$ cat src/rtl/tlb_pkg.sv
package tlb_pkg;
  typedef enum logic [1:0] {
    CMD_NOP      = 2'b00,
    CMD_FILL     = 2'b01,
    CMD_INV_PAGE = 2'b10,
    CMD_INV_ALL  = 2'b11
  } tlb_cmd_e;

  // position of the writable flag inside the access field
  localparam int ACC_WR_BIT = 0;
endpackage

$ cat src/rtl/tlb_rst_sync.sv
module tlb_rst_sync (
  input  logic clk,
  input  logic arst_n,
  output logic rst_n_o
);
  logic stage_q;
  logic out_q;

  always_ff @(posedge clk or negedge arst_n) begin
    if (!arst_n) begin
      stage_q <= 1'b0;
      out_q   <= 1'b0;
    end else begin
      stage_q <= 1'b1;
      out_q   <= stage_q;
    end
  end

  assign rst_n_o = out_q;
endmodule

$ cat src/rtl/tlb_tag_match.sv
module tlb_tag_match #(
  parameter int VPN_W   = 20,
  parameter int PID_W   = 4,
  parameter int SP_BITS = 4
) (
  input  logic             ent_valid,
  input  logic             ent_sup,
  input  logic [PID_W-1:0] ent_pid,
  input  logic [VPN_W-1:0] ent_vpn,
  input  logic [PID_W-1:0] q_pid,
  input  logic [VPN_W-1:0] q_vpn,
  output logic             covers
);
  localparam logic [VPN_W-1:0] SP_MASK = {{(VPN_W-SP_BITS){1'b1}}, {SP_BITS{1'b0}}};

  logic [VPN_W-1:0] cmp_mask;

  always_comb begin
    cmp_mask = ent_sup ? SP_MASK : '1;
    covers   = ent_valid && (ent_pid == q_pid) && (((ent_vpn ^ q_vpn) & cmp_mask) == '0);
  end
endmodule

$ cat src/rtl/tlb_pick.sv
module tlb_pick #(
  parameter int N     = 8,
  parameter int IDX_W = 3
) (
  input  logic [N-1:0]     small_hit,
  input  logic [N-1:0]     super_hit,
  output logic             any_o,
  output logic             is_super_o,
  output logic [IDX_W-1:0] idx_o
);
  always_comb begin
    any_o      = |(small_hit | super_hit);
    is_super_o = ~(|small_hit) & (|super_hit);
    idx_o      = '0;
    for (int i = N - 1; i >= 0; i--) begin
      if (is_super_o ? super_hit[i] : small_hit[i]) idx_o = IDX_W'(i);
    end
  end
endmodule

$ cat src/rtl/tlb_rr_ptr.sv
module tlb_rr_ptr #(
  parameter int N     = 8,
  parameter int IDX_W = 3
) (
  input  logic             clk,
  input  logic             rst_n,
  input  logic             adv,
  output logic [IDX_W-1:0] ptr
);
  localparam logic [IDX_W-1:0] LAST = IDX_W'(N - 1);

  logic [IDX_W-1:0] ptr_q;
  logic [IDX_W-1:0] ptr_d;

  always_comb begin
    ptr_d = ptr_q;
    if (adv) ptr_d = (ptr_q == LAST) ? '0 : ptr_q + 1'b1;
  end

  always_ff @(posedge clk or negedge rst_n) begin
    if (!rst_n) ptr_q <= '0;
    else        ptr_q <= ptr_d;
  end

  assign ptr = ptr_q;

  // the pointer steps by one with wrap only on a fresh fill
  a_r7_rr_step: assert property (@(posedge clk) disable iff (!rst_n)
    adv |=> (ptr == (($past(ptr) == LAST) ? '0 : $past(ptr) + 1'b1)));
  a_r7_rr_hold: assert property (@(posedge clk) disable iff (!rst_n)
    !adv |=> $stable(ptr));
endmodule

$ cat src/rtl/tlb_tagged.sv
module tlb_tagged
  import tlb_pkg::*;
#(
  parameter int VA_W     = 32,
  parameter int PA_W     = 32,
  parameter int PAGE_OFF = 12,
  parameter int SP_BITS  = 4,
  parameter int PID_W    = 4,
  parameter int ENTRIES  = 8,
  parameter int ACC_W    = 2
) (
  input  logic                     clk,
  input  logic                     arst_n,
  input  logic [PID_W-1:0]         cur_pid,
  input  logic [VA_W-1:0]          lk_vaddr,
  input  logic                     lk_write,
  output logic                     lk_hit,
  output logic                     lk_wfault,
  output logic [PA_W-1:0]          lk_paddr,
  output logic [ACC_W-1:0]         lk_acc,
  input  logic [1:0]               cmd_op,
  input  logic [PID_W-1:0]         cmd_pid,
  input  logic [VA_W-PAGE_OFF-1:0] cmd_vpn,
  input  logic [PA_W-PAGE_OFF-1:0] cmd_pfn,
  input  logic                     cmd_super,
  input  logic [ACC_W-1:0]         cmd_acc
);
  localparam int VPN_W  = VA_W - PAGE_OFF;
  localparam int PFN_W  = PA_W - PAGE_OFF;
  localparam int IDX_W  = (ENTRIES > 1) ? $clog2(ENTRIES) : 1;
  localparam int SOFF_W = PAGE_OFF + SP_BITS;
  localparam logic [VPN_W-1:0]   VPN_SP_MASK = {{(VPN_W-SP_BITS){1'b1}}, {SP_BITS{1'b0}}};
  localparam logic [PFN_W-1:0]   PFN_SP_MASK = {{(PFN_W-SP_BITS){1'b1}}, {SP_BITS{1'b0}}};
  localparam logic [ENTRIES-1:0] ONE_HOT0    = {{(ENTRIES-1){1'b0}}, 1'b1};

  logic rst_n;

  tlb_rst_sync u_rst (
    .clk     (clk),
    .arst_n  (arst_n),
    .rst_n_o (rst_n)
  );

  tlb_cmd_e op;
  assign op = tlb_cmd_e'(cmd_op);

  // entry state
  logic [ENTRIES-1:0] valid_q;
  logic [ENTRIES-1:0] valid_d;
  logic [ENTRIES-1:0] sup_q;
  logic [PID_W-1:0]   pid_q [ENTRIES];
  logic [VPN_W-1:0]   vpn_q [ENTRIES];
  logic [PFN_W-1:0]   pfn_q [ENTRIES];
  logic [ACC_W-1:0]   acc_q [ENTRIES];

  logic [ENTRIES-1:0] lk_cov;
  logic [ENTRIES-1:0] lk_small;
  logic [ENTRIES-1:0] lk_super;
  logic [ENTRIES-1:0] cmd_cov;
  logic [ENTRIES-1:0] fill_same;
  logic [ENTRIES-1:0] wr_en;
  logic [ENTRIES-1:0] clr_en;

  logic [VPN_W-1:0] lk_vpn;
  logic [VPN_W-1:0] fill_vpn;
  logic [PFN_W-1:0] fill_pfn;

  assign lk_vpn   = lk_vaddr[VA_W-1:PAGE_OFF];
  assign fill_vpn = cmd_super ? (cmd_vpn & VPN_SP_MASK) : cmd_vpn;
  assign fill_pfn = cmd_super ? (cmd_pfn & PFN_SP_MASK) : cmd_pfn;

  for (genvar g = 0; g < ENTRIES; g++) begin : g_ent
    tlb_tag_match #(.VPN_W(VPN_W), .PID_W(PID_W), .SP_BITS(SP_BITS)) u_lk (
      .ent_valid (valid_q[g]),
      .ent_sup   (sup_q[g]),
      .ent_pid   (pid_q[g]),
      .ent_vpn   (vpn_q[g]),
      .q_pid     (cur_pid),
      .q_vpn     (lk_vpn),
      .covers    (lk_cov[g])
    );

    tlb_tag_match #(.VPN_W(VPN_W), .PID_W(PID_W), .SP_BITS(SP_BITS)) u_cmd (
      .ent_valid (valid_q[g]),
      .ent_sup   (sup_q[g]),
      .ent_pid   (pid_q[g]),
      .ent_vpn   (vpn_q[g]),
      .q_pid     (cmd_pid),
      .q_vpn     (cmd_vpn),
      .covers    (cmd_cov[g])
    );

    assign lk_small[g]  = lk_cov[g] & ~sup_q[g];
    assign lk_super[g]  = lk_cov[g] & sup_q[g];
    assign fill_same[g] = cmd_cov[g] & (sup_q[g] == cmd_super);

    // payload registers: clock enable only, no reset needed (gated by valid)
    always_ff @(posedge clk) begin
      if (wr_en[g]) begin
        sup_q[g] <= cmd_super;
        pid_q[g] <= cmd_pid;
        vpn_q[g] <= fill_vpn;
        pfn_q[g] <= fill_pfn;
        acc_q[g] <= cmd_acc;
      end
    end
  end

  // replacement
  logic             fill_found;
  logic [IDX_W-1:0] fill_idx;
  logic [IDX_W-1:0] rr_ptr;
  logic             rr_adv;

  always_comb begin
    fill_found = |fill_same;
    fill_idx   = '0;
    for (int i = ENTRIES - 1; i >= 0; i--) begin
      if (fill_same[i]) fill_idx = IDX_W'(i);
    end
  end

  tlb_rr_ptr #(.N(ENTRIES), .IDX_W(IDX_W)) u_rr (
    .clk   (clk),
    .rst_n (rst_n),
    .adv   (rr_adv),
    .ptr   (rr_ptr)
  );

  // next state
  always_comb begin
    wr_en  = '0;
    clr_en = '0;
    rr_adv = 1'b0;
    case (op)
      CMD_FILL: begin
        if (fill_found) begin
          wr_en = ONE_HOT0 << fill_idx;
        end else begin
          wr_en  = ONE_HOT0 << rr_ptr;
          rr_adv = 1'b1;
        end
      end
      CMD_INV_PAGE: clr_en = cmd_cov;
      CMD_INV_ALL:  clr_en = '1;
      default: ;
    endcase
    valid_d = (valid_q & ~clr_en) | wr_en;
  end

  always_ff @(posedge clk or negedge rst_n) begin
    if (!rst_n) valid_q <= '0;
    else        valid_q <= valid_d;
  end

  // lookup
  logic             sel_any;
  logic             sel_super;
  logic [IDX_W-1:0] sel_idx;
  logic [PFN_W-1:0] sel_pfn;
  logic [ACC_W-1:0] sel_acc;
  logic             wr_denied;

  tlb_pick #(.N(ENTRIES), .IDX_W(IDX_W)) u_pick (
    .small_hit  (lk_small),
    .super_hit  (lk_super),
    .any_o      (sel_any),
    .is_super_o (sel_super),
    .idx_o      (sel_idx)
  );

  always_comb begin
    sel_pfn   = pfn_q[sel_idx];
    sel_acc   = acc_q[sel_idx];
    wr_denied = sel_any & lk_write & ~sel_acc[ACC_WR_BIT];
    lk_wfault = wr_denied;
    lk_hit    = sel_any & ~wr_denied;
    lk_acc    = sel_any ? sel_acc : '0;
    if (!sel_any)       lk_paddr = '0;
    else if (sel_super) lk_paddr = {sel_pfn[PFN_W-1:SP_BITS], lk_vaddr[SOFF_W-1:0]};
    else                lk_paddr = {sel_pfn, lk_vaddr[PAGE_OFF-1:0]};
  end

  // selection honours small-page priority and points at a covering entry
  a_r5_small_first: assert property (@(posedge clk) disable iff (!rst_n)
    (|lk_small) |-> (!sel_super && lk_small[sel_idx]));
  // a fault only comes from a non-writable selected entry on a store
  a_r6_fault_cause: assert property (@(posedge clk) disable iff (!rst_n)
    lk_wfault |-> (lk_write && !lk_acc[ACC_WR_BIT] && !lk_hit));
  // a fill never sees more than one entry with its own tag
  a_r8_no_duplicate: assert property (@(posedge clk) disable iff (!rst_n)
    (op == CMD_FILL) |-> ($countones(fill_same) <= 1));
  // covered entries are gone after a page invalidate
  a_r9_page_gone: assert property (@(posedge clk) disable iff (!rst_n)
    (op == CMD_INV_PAGE) |=> ((valid_q & $past(cmd_cov)) == '0));
  // flush leaves nothing valid
  a_r10_flush_all: assert property (@(posedge clk) disable iff (!rst_n)
    (op == CMD_INV_ALL) |=> (valid_q == '0));
endmodule

$ cat config.mk
export PLATFORM = sky130hd
export DESIGN_NAME = tlb_tagged
export DESIGN_NICKNAME = d
export VERILOG_FILES = /design/src/rtl/tlb_pkg.sv /design/src/rtl/tlb_rst_sync.sv /design/src/rtl/tlb_tag_match.sv /design/src/rtl/tlb_pick.sv /design/src/rtl/tlb_rr_ptr.sv /design/src/rtl/tlb_tagged.sv
export SDC_FILE = /design/constraint.sdc
export NUM_CORES = 1
export LEC_CHECK = 0
export BUFFER_PORTS_ARGS = -buffer_cell sky130_fd_sc_hd__buf_2
export CORE_ASPECT_RATIO = 1.25
export CORE_MARGIN = 2
export CORE_UTILIZATION = 30
export DETAILED_ROUTE_END_ITERATION = 10
export SETUP_SLACK_MARGIN = 0.3
export SYNTH_ARGS = -nofsm -noshare
export SYNTH_HDL_FRONTEND = slang
export SYNTH_HIERARCHICAL = 1
export SYNTH_SLANG_ARGS = --single-unit
$ cat constraint.sdc
create_clock -name clk -period 6.9 [get_ports clk]
set_input_delay 0.345 -clock clk [delete_from_list [all_inputs] [get_ports clk]]
set_output_delay 0.345 -clock clk [all_outputs]
set_load 0.05 [all_outputs]
# Word level (Yosys, flattened, before mapping)
# Memories as Yosys holds them, arrays and structs flattened.
# Index checks and enable logic that the tools add are counted.
# totals
wordCells	233
ram_bits	368
out_inout_bits	36
in_bits	88
regBits	21
memories	4
# op_classes
bitwise_logic	75
addsub	1
eq_ne	28
n_shift	2
n_reduce_logical	52
mux	59
# memory_table
name	depth	width	read_ports	rd_ports_with_merged_regs	wr	line_no	rtl
pfn_q	8	20	1	0	8	tlb_tagged.sv:53	logic [PFN_W-1:0] pfn_q [ENTRIES];
vpn_q	8	20	8	0	8	tlb_tagged.sv:52	logic [VPN_W-1:0] vpn_q [ENTRIES];
pid_q	8	4	8	0	8	tlb_tagged.sv:51	logic [PID_W-1:0] pid_q [ENTRIES];
acc_q	8	2	1	0	8	tlb_tagged.sv:54	logic [ACC_W-1:0] acc_q [ENTRIES];
# op_table
op	count
20-bit bitwise AND	16
20-bit zero test	16
20-bit bitwise XOR	16
4-bit equality test	16
3-bit two-way mux	17
4-bit two-way mux	10
1-bit logical AND	32
32-bit two-way mux	1
8-bit OR reduction	4
1-bit bitwise AND	28
1-bit two-way mux	26
16-bit two-way mux	1
8-bit two-way mux	2
8-bit OR	2
8-bit case mux with 2 select lines	1
1-bit by 3-bit left shift with 8-bit output (first input constant)	2
1-bit inverter	11
8-bit bitwise AND	1
1-bit equality test	8
8-bit inverter	1
2-bit equality test (second input constant)	2
3-bit by 1-bit adder with 3-bit output (second input constant)	1
3-bit equality test (second input constant)	1
2-bit by 1-bit equality test with 1-bit output (second input constant)	1
2-bit two-way mux	1

# Longest topological paths before layout
# An unclocked memory read counts as a cell.
# logic_depth
ltp_word	23
mapped_depth	16
ltp_nobuf	14

# By module
# Netlist, hierarchy kept.
# modules_own_cells
module	n_inst	area_per_inst_um2	cells_each
tlb_tagged	1	13701.9	623
tlb_tag_match	16	269.0	32
tlb_pick	1	237.7	37
tlb_rr_ptr	1	142.6	11
tlb_rst_sync	1	53.8	3

# Least setup slack after synthesis
# Ideal clock, no wire load.
# synth_timing
path_kind	register -> register
startpoint	memory pid_q[6][1] (netlist: pid_q[1][9])
endpoint	memory acc_q[3][0] (enable)
arrival_ns	4.220
stages_incl_launch_ff	11
setup_time_ns	0.452
required_ns	6.448
n_path_buf	0
slack_ns	2.228
cell_sequence	edfxtp_1 xor2_1 nor4_2 o2111ai_1 nor4_1 nor2b_1 a211o_1 a22o_1 o21ai_4 a2bb2oi_4 nor2_1
# synth_rtl
element	line_no
start, declared	tlb_tagged.sv:51
end, declared	tlb_tagged.sv:54

==> results.cfg <==
[cts]
cts-root-buf = clkbuf_16
post-cts-setup-buffer-count = 0
clkSinkCount = 389
cts_tree = done
clockBufferDepth = 3
htreeDepth = 2
clk_pin_slew_ps = 70
cts_buffers = 40
clk_latency_ps = 580

[hold_path]
hold_depth = 1
worst_hold_path.endpoint = pfn_q[5][13]
holdCritPathClass = input pin to register
hp-start = cmd_pfn[13]

[run]
max-cap-violations = 0

[final_layout]
final_area_sq_mm = 0.02147
final_util_pct = 35.32
layout_commonest_cell = edfxtp_1
mostFrequentLayoutCells = 376 x edfxtp_1, 195 x xnor2_1, 192 x xor2_1
area_delta_synth_final_pct = 16.44
nets = 1438
antenna_cells = 0
drive_above_1_share_pct = 20.58

[sta]
layout_min_cycle_time_ps = 6043
setup_viol = 0
rsz0062_at_grt = no
relSlewSlack_pct = 28.93
setup_tns_ps = 0
finalHoldViolCount = 0
fin_skew_ps = 26.69
fin_hold_ws_ps = 33.03
setup_slack_ps = 857.4
slew_viol_final = 0
timing.final.crit_share_pct = 87.57
tightest_slew_ps = 1064
max_freq_ghz = 0.1655

[synthesis]
synth_flop_cell = edfxtp_1
netlist-cell-type-count = 56
yosysWarningCount = 6
ys_ff_latch = 389
synthTopCellsByArea = edfxtp_1 61%, xnor2_1 9.3%, xor2_1 9.1%
synthXorXnorAreaFrac_pct = 18.38
synth_top_family_by_area = XOR/XNOR gates
synth-simple-area-share_pct = 8.007
synth_top_area_share_pct = 61.23
synth-seq-area-share_pct = 62.99
synth.area.mux_share_pct = 6.690
synthAdderAreaFrac_pct = 0.1357
synth_compound_area_share_pct = 3.128
async_flop_share_pct = 3.342
syn_avg_cell_area_sq_um = 15.55
syn_inst = 1186
syn_nets = 1276
yosysTopAreaCell = edfxtp_1
synth_edf_count = 376
syn-cell-area_sq_mm = 0.01844

[place]
dp_hpwl_mm = 31.50
place_area_sq_mm = 0.02021
place_ws_ps = 1226
io_buffers = 123
place.gp.congestion = 0.8221

[worst_setup_path]
worstPathMaxFanout = 40
cp.required_ps = 6550
cp-start-kind = register
rr_worst_depth = 11
r2r-start = vpn_q[0][42]
endpoint_kind = output pin
rrSetupSlack_ps = 2030
critical_path_class = register to output pin
worst_ep_arrival_time_ps = 5700
r2r-end = acc_q[4][0]

[power_and_ir_drop]
leakagePower_uw = 0.006818
peakVddDrop_v = 0.0001521
powerDensity_mw_per_mm2 = 246.1

[floorplanning]
io_pins = 124
die_area_sq_mm = 0.06348
die_h_um = 281.2
start_util_pct = 30.34
core_sq_mm = 0.06078
die-width_um = 225.8
fp-row-count = 101

[drt]
totalWireLength_mm = 46.71
drt_iter0_drc = 851
drc_errors = 0
drt_pass1_iterations = 4
routed_via_density = 4.794
vias = 10570
ant_nets = 0
drt-wirelength-per-cell_um = 21.19

[global_route]
use_met2_pct = 25.66
met3_usage_pct = 3.481
grt_overflow = 0
busiest_layer = met2
grt_usage_pct = 14.84
antenna_found_initial = 7
grt_pass1_wl_mm = 69.70
grt_max_degree = 48
grt_use_met1_pct = 18.17
grt_pass1_vias = 11000

[outcome]
status = finished, final reports clean
kinds of logic after synthesis:
group,count (synthesis)
AOI/OAI and AO/OA,73
xor gates and xnor gates,387
buffers and inverters,25
other,1
muxes,68
adders and majority gates,2
DFF,389
and+or+nand+nor,241
synthesized netlist by cell type, types with 2 or more instances:
master	count
o21ai_4	2
nor3_1	6
nor2b_1	20
nand3_1	4
xor2_1	192
a31oi_1	2
a22oi_1	2
mux4_2	44
ha_1	2
dfrtp_1	13
o21ai_0	11
clkbuf_1	4
edfxtp_1	376
nor4b_1	2
nand4_1	48
a211o_1	2
nand2_1	17
and2_1	21
o41ai_1	2
o21ai_1	10
a211oi_1	3
or4_4	2
and3_1	3
nor2_1	43
inv_1	7
mux2_2	2
nor4_1	51
mux2i_1	22
xnor2_1	195
a21oi_1	9
o2111ai_1	16
or2_2	3
buf_2	11
nor4_2	17
power by group:
group	switching, uW	total, uW	internal (uW)
Sequential	65.4	2770	2710
Combinational	282	453	172
Clock	925	2060	1130
state kept, by name, indices dropped and copies added (netlist names):
| name | flops |
|---|---|
| pfn_q | 160 |
| vpn_q | 160 |
| pid_q | 32 |
| acc_q | 16 |
| sup_q | 8 |
| valid_q | 8 |
| u_rr/ptr | 3 |
| u_rst/rst_n_o | 1 |
| u_rst/stage_q | 1 |
critical path: stages, from the launching register on:
cell       delay (ps)
edfxtp_1          430
xor2_1            170
nor4_1            550
o2111ai_1         350
nor4_1            570
nor2b_1           520
or4_4             270
nor4_2             50
o41ai_1           590
a211oi_4          120
buf_4             340
mux4_2            360
mux2i_1           300
and3_1            190
buf_2             260
area by class of cell:
type	count	area [sq um]
clock buffers	55	1097
flip-flops and latches	389	11620
clock inverters	19	158.9
fillers	5770	39310
well taps	824	1031
repair buffers	138	755.7
inverters	7	26.28
multi-input cells	772	6787
worst max path at each step:
stage	start	to	depth (start not counted)
3_3_place_gp	lk_vaddr[14]	lk_paddr[30]	15
4_1_cts	vpn_q[0][62]	lk_paddr[30]	13
2_1_floorplan	pid_q[1][9]	acc_q[3][0]	10
5_1_grt	vpn_q[1][62]	lk_wfault	14
3_5_place_dp	lk_vaddr[14]	lk_paddr[30]	14
6_report	vpn_q[0][62]	lk_wfault	14
repair_timing:
| action | in CTS | in global routing |
|---|---|---|
| setup endpoints to repair | 0 | 0 |
| hold endpoints to repair | 2 | 0 |
| resized for setup | 0 | 0 |
| hold buffers | 1 | 0 |
metrics by stage:
step                      std cells  total power [uW]
after floorplan                1186              3068
after CTS                      2204              5349
after detailed placement       2129              3284
after global placement         2129              3268
final                          2204              5284
after global routing           2204              5479
per-layer routing:
layer / share of wire, % / vias to the layer above / wire [um]
met4: 2.7 / 14 / 1271
met3: 5.5 / 84 / 2589
met5: 0.19 / - / 87
met1: 41 / 5402 / 19110
met2: 51 / 233 / 23650
li1: - / 4834 / -
Power figures use the tool's default switching activity.
